File: config.mk
export PLATFORM = sky130hd
export DESIGN_NAME = cart_window
export DESIGN_NICKNAME = d
export VERILOG_FILES = /design/src/rtl/cart_pkg.sv /design/src/rtl/cart_rom.sv /design/src/rtl/cart_decode.sv /design/src/rtl/cart_scan.sv /design/src/rtl/cart_window.sv
export SDC_FILE = /design/constraint.sdc
export NUM_CORES = 1
export LEC_CHECK = 0
export BUFFER_PORTS_ARGS = -buffer_cell sky130_fd_sc_hd__buf_2
export CAP_MARGIN = 30
export CORE_ASPECT_RATIO = 2
export CORE_MARGIN = 4
export CORE_UTILIZATION = 47
export CTS_CLUSTER_DIAMETER = 60
export DETAILED_ROUTE_END_ITERATION = 16
export PLACE_DENSITY = 0.75
export SLEW_MARGIN = 20
export SYNTH_ARGS = -nofsm -noshare
export SYNTH_HDL_FRONTEND = slang
export SYNTH_SLANG_ARGS = --single-unit
File: constraint.sdc
create_clock -name clk -period 1.6 [get_ports clk]
set_input_delay 0.32 -clock clk [delete_from_list [all_inputs] [get_ports clk]]
set_output_delay 0.32 -clock clk [all_outputs]
set_load 0.02 [all_outputs]
File: src/rtl/cart_pkg.sv
package cart_pkg;
  // Autostart signature, byte 0 in the least significant position.
  localparam int SIG_LEN  = 5;
  localparam int SIG_OFS  = 4;
  localparam int HDR_SCAN = SIG_OFS + SIG_LEN;
  localparam logic [8*SIG_LEN-1:0] SIG_BYTES = 40'h30_38_CD_C2_C3;

  typedef enum logic [1:0] {SC_RUN, SC_DRAIN, SC_DONE} scan_st_e;

  function automatic logic [7:0] sig_byte(input int i);
    return SIG_BYTES[i*8 +: 8];
  endfunction

  // Deterministic filler for the ROM body beyond the header.
  function automatic logic [7:0] body_fill(input logic [31:0] off);
    return off[7:0] ^ off[15:8] ^ 8'h5A;
  endfunction
endpackage

File: src/rtl/cart_rom.sv
module cart_rom #(
  parameter int ADDR_W = 13,
  parameter int HDR_N  = 16,
  parameter logic [HDR_N*8-1:0] HDR_INIT = '0
) (
  input  logic              clk,
  input  logic [ADDR_W-1:0] addr,
  output logic [7:0]        q
);
  localparam int HI_W = $clog2(HDR_N);

  function automatic logic [7:0] byte_at(input logic [ADDR_W-1:0] a);
    if (32'(a) < 32'(HDR_N)) return HDR_INIT[int'(a[HI_W-1:0])*8 +: 8];
    return cart_pkg::body_fill(32'(a));
  endfunction

  // Registered read so the image maps onto synchronous memory.
  always_ff @(posedge clk) q <= byte_at(addr);
endmodule

File: src/rtl/cart_decode.sv
module cart_decode #(
  parameter int CPU_AW = 16,
  parameter int ADDR_W = 13,
  parameter logic [CPU_AW-1:0] WIN_BASE = 16'h8000
) (
  input  logic [CPU_AW-1:0] cpu_addr,
  input  logic              cpu_rd,
  input  logic              game_n,
  input  logic              exrom_n,
  output logic              win_en,
  output logic              hit,
  output logic [ADDR_W-1:0] offset
);
  logic in_range;
  assign win_en   = ~(game_n & exrom_n);
  assign in_range = (cpu_addr[CPU_AW-1:ADDR_W] == WIN_BASE[CPU_AW-1:ADDR_W]);
  assign hit      = cpu_rd & win_en & in_range;
  assign offset   = cpu_addr[ADDR_W-1:0];
endmodule

File: src/rtl/cart_scan.sv
module cart_scan #(
  parameter int ADDR_W = 13
) (
  input  logic              clk,
  input  logic              rst_n,
  input  logic [7:0]        rom_q,
  output logic [ADDR_W-1:0] scan_addr,
  output logic              sig_ok,
  output logic              done,
  output logic [15:0]       vec_reset,
  output logic [15:0]       vec_nmi
);
  import cart_pkg::*;
  localparam int IDX_W = $clog2(HDR_SCAN + 1);
  localparam logic [IDX_W-1:0] LAST = IDX_W'(HDR_SCAN - 1);

  scan_st_e         st;
  logic [IDX_W-1:0] idx, pend_idx;
  logic             pend_v;

  assign scan_addr = ADDR_W'(idx);
  assign done      = (st == SC_DONE);

  always_ff @(posedge clk) begin
    if (!rst_n) begin
      st <= SC_RUN; idx <= '0; pend_idx <= '0; pend_v <= 1'b0;
      sig_ok <= 1'b0; vec_reset <= '0; vec_nmi <= '0;
    end else begin
      pend_v <= 1'b0;
      if (st == SC_RUN) begin
        pend_v   <= 1'b1;
        pend_idx <= idx;
        if (idx == LAST) st <= SC_DRAIN;
        else             idx <= idx + 1'b1;
      end
      if (pend_v) begin
        if (pend_idx == IDX_W'(0)) vec_reset[7:0]  <= rom_q;
        if (pend_idx == IDX_W'(1)) vec_reset[15:8] <= rom_q;
        if (pend_idx == IDX_W'(2)) vec_nmi[7:0]    <= rom_q;
        if (pend_idx == IDX_W'(3)) vec_nmi[15:8]   <= rom_q;
        if (int'(pend_idx) >= SIG_OFS) begin
          if (rom_q != sig_byte(int'(pend_idx) - SIG_OFS)) begin
            st     <= SC_DONE;
            pend_v <= 1'b0;
          end else if (pend_idx == LAST) begin
            sig_ok <= 1'b1;
            st     <= SC_DONE;
          end
        end
      end
    end
  end

  p_ok_needs_done_r6: assert property (@(posedge clk) disable iff (!rst_n)
    sig_ok |-> done);
  p_idx_bound_r6: assert property (@(posedge clk) disable iff (!rst_n)
    int'(idx) < HDR_SCAN);
  p_result_frozen_r7: assert property (@(posedge clk) disable iff (!rst_n)
    done |=> done && $stable(sig_ok));
  p_vec_frozen_r8: assert property (@(posedge clk) disable iff (!rst_n)
    done |=> $stable(vec_reset) && $stable(vec_nmi));
endmodule

File: src/rtl/cart_window.sv
module cart_window #(
  parameter int CPU_AW = 16,
  parameter int ADDR_W = 13,
  parameter logic [CPU_AW-1:0] WIN_BASE = 16'h8000,
  parameter int HDR_N = 16,
  parameter logic [HDR_N*8-1:0] HDR_INIT = 128'h0000_0000_0000_0030_38CD_C2C3_80A0_8009
) (
  input  logic              clk,
  input  logic              rst_n,
  input  logic [CPU_AW-1:0] cpu_addr,
  input  logic              cpu_rd,
  input  logic              game_n,
  input  logic              exrom_n,
  input  logic [7:0]        sys_data,
  output logic [7:0]        rd_data,
  output logic              cart_sel,
  output logic              autostart,
  output logic [15:0]       vec_reset,
  output logic [15:0]       vec_nmi
);
  localparam int N_PORT = 2;   // port 0: CPU, port 1: header scan

  logic              win_en, hit, sel_q, sig_ok, scan_done;
  logic [ADDR_W-1:0] cpu_off, scan_addr;
  logic [ADDR_W-1:0] port_addr [N_PORT];
  logic [7:0]        port_q    [N_PORT];

  cart_decode #(.CPU_AW(CPU_AW), .ADDR_W(ADDR_W), .WIN_BASE(WIN_BASE)) u_dec (
    .cpu_addr(cpu_addr), .cpu_rd(cpu_rd), .game_n(game_n), .exrom_n(exrom_n),
    .win_en(win_en), .hit(hit), .offset(cpu_off));

  assign port_addr[0] = cpu_off;
  assign port_addr[1] = scan_addr;

  for (genvar p = 0; p < N_PORT; p++) begin : g_port
    cart_rom #(.ADDR_W(ADDR_W), .HDR_N(HDR_N), .HDR_INIT(HDR_INIT)) u_rom (
      .clk(clk), .addr(port_addr[p]), .q(port_q[p]));
  end

  cart_scan #(.ADDR_W(ADDR_W)) u_scan (
    .clk(clk), .rst_n(rst_n), .rom_q(port_q[1]), .scan_addr(scan_addr),
    .sig_ok(sig_ok), .done(scan_done), .vec_reset(vec_reset), .vec_nmi(vec_nmi));

  always_ff @(posedge clk) begin
    if (!rst_n) sel_q <= 1'b0;
    else        sel_q <= hit;
  end

  assign cart_sel  = sel_q;
  assign rd_data   = sel_q ? port_q[0] : sys_data;
  assign autostart = sig_ok & win_en;

  p_sel_range_r1: assert property (@(posedge clk) disable iff (!rst_n)
    cart_sel |-> $past(cpu_rd) &&
      ($past(cpu_addr[CPU_AW-1:ADDR_W]) == WIN_BASE[CPU_AW-1:ADDR_W]));
  p_sel_line_r2: assert property (@(posedge clk) disable iff (!rst_n)
    cart_sel |-> !($past(game_n) && $past(exrom_n)));
  p_auto_gate_r10: assert property (@(posedge clk) disable iff (!rst_n)
    (game_n && exrom_n) |-> !autostart);
  p_auto_after_scan_r6: assert property (@(posedge clk) disable iff (!rst_n)
    autostart |-> scan_done);
endmodule

==> summary.md, run 1 <==
| Metric | Value |
|---|---|
| Die H | around 120 um |
| Netlist cell types | 44 |
| Reg-to-reg endpoint | u_scan.st[0] |
| Avg WL per Cell | 14.83 um |
| Fmax | about 550 MHz |
| Fill cell count | roughly 480 |
| Main area contributors after synthesis | dfxtp_1 (44%), nand2_1 (12%), a21boi_0 (8.4%), ha_1 (4.1%), mux2_2 (3.3%) |
| EDFF count, synth | 0 |
| Pre-CTS setup slack | -0.1913 ns |
| Initial antenna violation count | 0 |
| Crit path kind | reg2reg |
| Post-synthesis mux area share | 4.721% |
| Post-Syn Nets | 361 |
| Multi-input gate area | between 1500 and 2000 um^2 |
| Status | complete, but fails checks |
| Worst-path clk slew | 0.05 ns |
| Cell Rows | 39 |
| Largest family of logic cells by synthesized area | simple AND/OR/NAND/NOR gates |
| Combinational share of power | around 15% |
| Worst reg-to-reg setup slack | -0.21 ns |
| #FFs+latches synth | 61 |
| Critical-path top delay cell | dfxtp_2 |
| First-pass GRT wire length | 11540 um |
| Net load switching power | between 1 and 1.5 mW |
| Post-DRT Antenna Nets | 0 |
| FFs w/ async S/R, synth | 0% |
| Root buf cell | clkbuf_16 |
| Post-Synth Adder-Cell Area | 4.085% |
| Vias in the first global route | 2634 |
| Worst R2R Start | u_scan.pend_idx[2] |
| Routability congestion estimate from global placement | 0.8242 |
| Layout cell share with drive strength beyond 1 | 34.43% |
| Fin. Hold Viols | 0 |
| I/O Buffers | 70 |
| Hold depth | 2 |
| Fin nets | about 460 |
| Critical path arrival | ~2.1 ns |
| Die ar. | slightly above 7000 um^2 |
| Most frequent CP cell | a31oi_2 |
| Commonest non-fill, non-tap cell in the layout | nand2_1 |
| CP required | ~1.9 ns |
| Clock skew | about 0.0051 ns |
| Initial Util | 48.28% |
| Io pins | 71 |
| Crit start category | flop |
| CTS sink cnt | approximately 60 |
| Final clock period utilization by the worst path | 113.0% |
| Switching Share | roughly 25% |
| Power per cell area | 1124 nW/um^2 |
| Hold_buf cts | 0 |
| Most frequent cells in the layout | nand2_1 (86), buf_2 (70), dfxtp_1 (58), buf_4 (32), a21boi_0 (31) |
| CTS H-tree depth | 3 |
| CTS Buf Count | 9 |
| Slew headroom | between 60 and 70% |
| Worst setup EP type | flop |
| Worst Path Max Fanout | 4 |
| Total GRT Usage | 20.29% |
| Xor/xnor cell area share of the yosys netlist | 2.542% |
| Tightest Pin Transition | roughly 0.5 ns |
| Leak pwr | between 1.5 and 2 nW |
| Vias/cell | between 5 and 6 |
| # diodes | 0 |
| Syn Area/Cell | 8.534 um^2 |
| HP Class | in2reg |
| DRT iter0 DRCs | a little under 100 |
| Hold Crit Endpoint | cart_sel |
| Max Slew Vio Count | 0 |
| Ys flop type | dfxtp_1 |
| Fin cells | a little under 500 |
| R2R cell count | 8 |
| Dpl cells | roughly 470 |
| Final setup viols | 4 |
| DP HPWL | 5392 um |
| Setup ws final | -0.2075 ns |
| Skew-Pair Late Insertion Delay | 0.33 ns |
| Sequential cell area | about 1200 um^2 |
| Core Box Area | between 5000 and 6000 um^2 |
| Setup TNS | -0.5832 ns |
| Mapped Cells | 323 |
| Delay of the slowest cell on the worst path | around 0.34 ns |
| Area leader, netlist | dfxtp_1 |
| Layout area overhead | 36.09% |
| Sequential-to-total area share from yosys stat | ~44% |
| Final wirelength | around 7200 um |
| Total internal power | 3.167 mW |
| Compound-cell area share of the yosys netlist | around 17% |
| Area of the mapped netlist | 2756 um^2 |
| CTS max path bufs | 2 |
| Post-synthesis simple-gate area fraction | around a quarter |
| Maxcap violations | 0 |
| CP cell instances | inv_2 -> ha_4 -> and3b_2 -> nand4b_1 -> a31oi_2 -> a31oi_2 -> buf_4 -> nor3_2 |
| TritonRoute pass-1 iters | 4 |
| Via count | 2630 |
| Reg power frac | between 30% and 40% |
| DRC viols | 0 |
| Failing checks | setup timing |
| Share of the synthesized area in the top cell type | between 40% and 50% |
| Minimum clock period | between 1.5 and 2 ns |
| Synthesis warning total | 0 |
| Clock power share | around 45% |
| CTS tree | done |
| Largest net degree at the start of global routing | 26 |
| HP Start | cpu_addr[14] |
| Maximum vdd drop | between 1 and 1.5 mV |
| GR Overflow Total | 0 |
| Die span in x | ~62 um |
| RSZ-0062 raised after global routing | yes |
## metal layers
layer	share of wire, %	GRT usage (%)	up-vias
met3	4.5	4.427	39
li1	-	-	1292
met4	6.1	16.79	0
met1	33	17.66	1214
met5	0	0	-
met2	57	38.43	85
## kinds of logic (layout without fill, tap and decap cells)
kind of cell,count (synthesis),count (layout)
simple gates,142,142
compound gates,67,67
flops,61,61
buf+inv,24,128
mux,12,12
fa+ha+maj,9,9
xor+xnor,8,8
## layout make-up
type                            instances  area share [%]
Clock buffer                           11           6.738
Clock inverter                          4           1.268
Inverter                               10           1.001
Multi-Input combinational cell        238           40.19
Sequential cell                        61           32.72
Tap cell                               61           2.035
Timing Repair Buffer                  103           16.04
## what timing repair did
| item | in CTS | in global routing |
|---|---|---|
| endpoints found under the setup margin | 12 | 4 |
| pin swaps | 11 | 4 |
| gates resized for setup | 10 | 5 |
| buffers inserted | 3 | 1 |
## state kept, by name, summed over array words and instances (netlist names)
signal            cells
u_scan.sig_ok         1
g_port.u_rom.q       16
u_scan.vec_reset     16
u_scan.idx            4
u_scan.pend_idx       4
u_scan.vec_nmi       16
cart_sel              1
u_scan.pend_v         1
u_scan.st             2
## through the flow
stage                     utilization [%]  area [um^2]  hold WS, ns  power (mW)
after floorplan                         -         2770       0.3891       2.024
after global placement              59.11         3374       0.4412       2.291
after detailed placement            59.11         3374       0.4447       2.307
after CTS                           65.22         3724       0.1392       4.239
after global routing                65.70         3751       0.1532       4.395
final                               65.70         3751       0.1468       4.215
## worst max-delay path by stage
| stage | startpoint | end | slack [ns] | cells past startpoint |
|---|---|---|---|---|
| after floorplan | u_scan.pend_idx[2] | u_scan.st[1] | -0.07 | 7 |
| after global placement | u_scan.pend_idx[3] | u_scan.st[1] | -0.15 | 7 |
| after detailed placement | u_scan.pend_idx[3] | u_scan.st[1] | -0.19 | 7 |
| after CTS | u_scan.pend_idx[2] | u_scan.st[0] | -0.14 | 8 |
| after global routing | u_scan.pend_idx[2] | u_scan.st[0] | -0.29 | 8 |
| final | u_scan.pend_idx[2] | u_scan.st[0] | -0.21 | 8 |
## Yosys cell counts (2+ instances only)
cell and number:
a21boi_0 31, a21boi_1 6, a21oi_1 8, a31oi_1 2, a32oi_1 2, and2_1 3
and3b_1 2, buf_2 2, clkbuf_1 12, dfxtp_1 61, ha_1 9, inv_1 9
mux2_2 8, mux2i_1 4, nand2_1 86, nand2b_1 5, nand3_1 5, nand3b_1 3
nand4_1 3, nor2_1 15, nor2b_1 4, nor3_1 5, nor3_2 2, nor4b_1 2
o21ai_0 9, xnor2_1 3, xor2_1 5
## critical path: cells and delay by family, from the launching register on
family	cells	cell delay (ns)
compound gates	2	0.40
fa+ha+maj	1	0.28
buf+inv	2	0.23
flops	1	0.34
simple gates	3	0.47
## power groups by stage
stage	combinational (mW)	sequential, mW	clock (mW)
floorplan	0.292	1.73	0
global placement	0.583	1.71	0
detailed placement	0.597	1.71	0
CTS	0.624	1.68	1.94
global route	0.700	1.69	2.01
finish	0.635	1.68	1.90
(Power assumes the default switching activity.)
==> inputs of run 2 (changes only) <==
- GPL_TIMING_DRIVEN: unset -> 0
==> summary.md, run 2 (same netlist as run 1, synthesis figures left out) <==
| Metric | Value |
|---|---|
| Status | complete, but fails checks |
| Failing checks | setup timing |
| Maximum vdd drop | roughly 1.1 mV |
| Largest regs | g_port.u_rom.q (16), u_scan.vec_nmi (16), u_scan.vec_reset (16) |
| Worst setup EP type | flop |
| DRC viols | 0 |
| Grt met2 use | 37.74% |
| Minimum clock period | roughly 1.8 ns |
| I/O Buffers | 66 |
| Setup ws final | -0.1908 ns |
| Power per cell area | between 1000 and 1500 nW/um^2 |
| Tightest Pin Transition | approximately 0.46 ns |
| Total GRT Usage | 19.42% |
| CP required | roughly 1.8 ns |
| CTS tree | done |
| Setup TNS | -0.6195 ns |
| Most frequent cells in the layout | nand2_1 (86), buf_2 (67), dfxtp_1 (56), a21boi_0 (31) |
| GR Overflow Total | 0 |
| CTS Buf Count | 9 |
| Via count | 2568 |
| CTS H-tree depth | 3 |
| Met1 GRT Util | 16.54% |
| Fmax | 558.4 MHz |
| RSZ-0062 raised after global routing | yes |
| Fin. Hold Viols | 0 |
| Cell Rows | 39 |
| Core Box Area | approximately 5700 um^2 |
| Most crowded layer after global routing | met2 |
| Io pins | around 70 |
| First-pass GRT wire length | between 10000 and 15000 um |
| Critical path arrival | 2.00 ns |
| CTS max path bufs | 2 |
| Die H | between 100 and 150 um |
| Routability congestion estimate from global placement | about 0.8 |
| Worst Path Max Fanout | 4 |
| # diodes | 0 |
| Met3 GRT Util | about 4.5% |
| TritonRoute pass-1 iters | 5 |
| Crit path kind | reg2reg |
| Slew headroom | between 60% and 70% |
| Post-layout util | between 60 and 70% |
| Max Slew Vio Count | 0 |
| Leak pwr | about 1.5 nW |
| Fin nets | ~440 |
| Skew-Pair Late Insertion Delay | 0.32 ns |
| Overall Power | approximately 4.3 mW |
| Vias in the first global route | approximately 2500 |
| Commonest non-fill, non-tap cell in the layout | nand2_1 |
| Largest net degree at the start of global routing | 11 |
| Root buf cell | clkbuf_16 |
| Die ar. | between 7000 and 8000 um^2 |
| Worst-path clk slew | roughly 0.05 ns |
| Initial Util | 48.28% |
| Pre-CTS setup slack | -0.3118 ns |
| Final setup viols | 4 |
| Crit start category | flop |
| Post-DRT Antenna Nets | 0 |
| Die span in x | 62.15 um |
| Final wirelength | roughly 6800 um |
| Maxcap violations | 0 |
| Clock skew | roughly 0.0056 ns |
| Avg WL per Cell | approximately 14 um |
| Layout area overhead | 31.09% |
| Vias/cell | between 5 and 6 |
| HP Class | in2reg |
| Final clock period utilization by the worst path | 111.9% |
| Initial antenna violation count | 0 |
| Layout cell share with drive strength beyond 1 | a little under a third |
| Hold_buf cts | 0 |
| DP HPWL | just over 5000 um |
| DRT iter0 DRCs | between 100 and 150 |
| CTS sink cnt | 61 |
## run 2: per-layer routing
| layer | share of wire (%) | up-vias | wire length (um) |
|---|---|---|---|
| li1 | - | 1258 | - |
| met5 | 0 | - | 0 |
| met2 | 56 | 94 | 3839 |
| met3 | 4.7 | 34 | 321 |
| met4 | 6.0 | 0 | 410 |
| met1 | 33 | 1182 | 2252 |
## run 2: final cells by class
cell class,instances,area (um^2)
inverters,10,40.04
clock inverters,4,70.07
flip-flops and latches,61,1232
repair buffers,73,382.9
plain buffers,12,50.05
well taps,61,76.32
clock buffers,12,256.5
multi-input cells,238,1505
fillers,481,2096
## run 2: path summary, 6_finish.rpt
kind	from	to	slack, ns	depth (start not counted)
worst max-delay path	u_scan.pend_idx[2]	u_scan.st[1]	-0.19	6
worst min-delay path	cpu_addr[14]	cart_sel	0.16	2
worst max register to register	u_scan.pend_idx[2]	u_scan.st[1]	-0.19	6
worst min register to register	u_scan.vec_reset[13]	u_scan.vec_reset[13]	0.45	2
## run 2: power breakdown
part           switching, mW  internal [mW]
registers              0.118           1.61
logic                  0.280          0.208
clock network          0.638           1.44
## run 2: per-stage QoR
stage,cells,hold slack (ns),instance area (um^2)
after floorplan,323,0.3891,2770
after global placement,450,0.4412,3177
after detailed placement,450,0.4526,3177
after CTS,469,0.1401,3562
after global routing,471,0.1632,3613
final,471,0.1566,3613
## run 2: what timing repair did
action	in CTS	in global routing
pin swaps	7	5
resized for setup	12	10
setup buffers	4	3
endpoints found under the setup margin	13	23
## run 2: critical path, cell delays in order, from the launching register on
cell     delay, ns
dfxtp_4       0.35
buf_4         0.14
or3_4         0.34
a21oi_2       0.16
mux2i_1       0.27
a31oi_2       0.14
o31a_1        0.28
==> inputs of run 3 (changes only) <==
- ABC_AREA: unset -> 1
- MAX_ROUTING_LAYER: unset -> met4
- PLACE_DENSITY: 0.75 -> 0.76
==> summary.md, run 3 <==
| Metric | Value |
|---|---|
| Worst R2R Start | u_scan.pend_idx[3] |
| Fin. Hold Viols | 0 |
| Vias in the first global route | around 2600 |
| Maxcap violations | 0 |
| Vias/cell | 5.241 |
| Area leader, netlist | dfxtp_1 |
| Worst setup EP type | flop |
| RSZ-0062 raised after global routing | yes |
| Maximum vdd drop | between 1 and 1.5 mV |
| Largest net degree at the start of global routing | 11 |
| Most frequent cell after synthesis | dfxtp_1 |
| Sequential-to-total area share from yosys stat | between 40 and 50% |
| Die ar. | a little under 7000 um^2 |
| HP Class | in2reg |
| Main area contributors after synthesis | dfxtp_1 (47%), o21ai_0 (9.2%), a21oi_1 (6.9%), nand2_1 (6.0%), nor2_1 (6.0%) |
| Routability congestion estimate from global placement | between 0.8 and 0.9 |
| Crit start category | flop |
| DP HPWL | approximately 5400 um |
| Initial Util | slightly below 50% |
| DRC viols | 0 |
| CTS sink cnt | between 60 and 70 |
| Setup TNS | -0.1041 ns |
| Synth cell count leaders | dfxtp_1 (61), o21ai_0 (48), nand2_1 (42), nor2_1 (42), a21oi_1 (36) |
| Commonest non-fill, non-tap cell in the layout | buf_2 |
| HP Start | cpu_addr[7] |
| Minimum clock period | about 1.6 ns |
| Synthesis warning total | 0 |
| Delay-heaviest family, CP | simple AND/OR/NAND/NOR gates |
| Share of the synthesized area in the top cell type | 46.52% |
| Area of the mapped netlist | ~2600 um^2 |
| Worst-path clk slew | about 0.070 ns |
| Via count | 2563 |
| Layout area overhead | 34.27% |
| Skew-Pair Late Insertion Delay | approximately 0.34 ns |
| Critical-path top delay cell | dfxtp_2 |
| Leak pwr | between 1.5 and 2 nW |
| EDFF count, synth | 0 |
| CTS max path bufs | 2 |
| First-pass GRT wire length | between 10000 and 15000 um |
| CTS tree | done |
| FFs w/ async S/R, synth | 0% |
| CP required | between 1.5 and 2 ns |
| Fin nets | 462 |
| Critical path arrival | between 1.5 and 2 ns |
| Power per cell area | roughly 1600 nW/um^2 |
| Status | complete, but fails checks |
| Slew headroom | between 60% and 70% |
| Hold_buf cts | 0 |
| Most frequent cells in the layout | buf_2 (66), dfxtp_1 (56), o21ai_0 (46), a21oi_1 (36) |
| Initial antenna violation count | 0 |
| Cell Rows | 38 |
| TritonRoute pass-1 iters | 4 |
| CP cell instances | inv_4 -> ha_4 -> nand2_4 -> nor2_2 -> nand2_1 -> nand2_1 -> nand2_2 -> nor2_4 -> nand2_1 -> nand2_2 -> nand2_2 -> nor2_1 |
| Layout cell share with drive strength beyond 1 | between 30% and 40% |
| Buf/Inv on CP | 1 |
| CTS H-tree depth | 3 |
| Delay of the slowest cell on the worst path | approximately 0.36 ns |
| # diodes | 0 |
| Final clock period utilization by the worst path | 102.0% |
| Tightest Pin Transition | approximately 0.48 ns |
| Avg WL per Cell | 14.62 um |
| I/O Buffers | approximately 70 |
| Die H | approximately 110 um |
| Pre-CTS setup slack | -0.3623 ns |
| CTS Buf Count | 9 |
| Netlist cell types | 30 |
| GR Overflow Total | 0 |
| Crit path launch | u_scan.pend_idx[3] |
| Total GRT Usage | 22.51% |
| Final wirelength | around 7000 um |
| DRT iter0 DRCs | ~140 |
| Core Box Area | ~5400 um^2 |
| Max Slew Vio Count | 0 |
| Final setup viols | 5 |
| Fmax | around 610 MHz |
| Crit path kind | reg2reg |
| Mapped Cells | 335 |
| Io pins | 71 |
| Post-DRT Antenna Nets | 0 |
| Root buf cell | clkbuf_8 |
| Die span in x | 60.85 um |
| Largest regs | g_port.u_rom.q (16), u_scan.vec_nmi (16), u_scan.vec_reset (16) |
| Syn Area/Cell | ~7.8 um^2 |
| Ys flop type | dfxtp_1 |
| #FFs+latches synth | 61 |
| Failing checks | setup timing |
| Clock skew | slightly below 0.006 ns |
| Setup ws final | -0.03155 ns |
| Worst Path Max Fanout | 4 |
| Post-Syn Nets | 373 |
[run 3: repair_timing]
item | CTS | global route
gates cloned | 0 | 0
setup endpoints to repair | 28 | 30
pin swaps | 10 | 12
buffers inserted | 4 | 7
resized for setup | 23 | 41
[run 3: worst reg2reg max path, delay by kind of cell (launching register included)]
kind,cells,cell delay [ns]
simple gates,10,0.86
flops,1,0.36
fa+ha+maj,1,0.31
buf+inv,1,0.05
[run 3: path summary, 6_finish.rpt]
kind	slack (ns)	cells past startpoint	endpoint
setup / recovery	-0.03	12	u_scan.st[0]
hold / removal	0.19	3	g_port[0].u_rom.q[7]
setup reg to reg	-0.03	12	u_scan.st[0]
hold reg to reg	0.47	2	u_scan.sig_ok
[run 3: cell families after synthesis]
kind of cell / Yosys count / synth area share (%)
adders and majority gates: 9 / 4.290
and+or+nand+nor: 109 / 17.83
muxes: 8 / 3.432
buffers and inverters: 51 / 8.008
AOI/OAI and AO/OA: 93 / 18.59
DFF: 61 / 46.52
xor gates and xnor gates: 4 / 1.335
[run 3: metrics by stage]
step / hold slack [ns] / power (mW) / std cells / instance area [um^2] / utilization [%]
after detailed placement: 0.4573 / 3.905 / 464 / 3048 / 56.23
after global routing: 0.2020 / 6.005 / 489 / 3525 / 65.03
after CTS: 0.1870 / 5.497 / 483 / 3363 / 62.05
after global placement: 0.4575 / 3.866 / 464 / 3048 / 56.23
final: 0.1927 / 5.665 / 489 / 3525 / 65.03
after floorplan: 0.4209 / 3.312 / 335 / 2628 / -
[run 3: power breakdown]
group	internal (mW)	total (mW)	switching (mW)
Clock	0.838	1.41	0.570
Sequential	1.88	2.14	0.267
Combinational	0.753	2.11	1.36
Total	3.47	5.66	2.20
[run 3: final cells by class]
cell class / instances / area, um^2
Fill cell: 479 / 1896
Clock buffer: 12 / 165.2
Clock inverter: 4 / 45.04
Buffer: 9 / 51.30
Inverter: 40 / 160.2
Timing Repair Buffer: 80 / 470.5
Sequential cell: 61 / 1232
Multi-Input combinational cell: 223 / 1325
Tap cell: 60 / 75.07
[run 3: routing by layer]
metal  wire [um]  GRT usage, %
met2        4014         41.32
met3         387         5.096
met5           0             -
met1        2289         17.68
met4         458         16.50
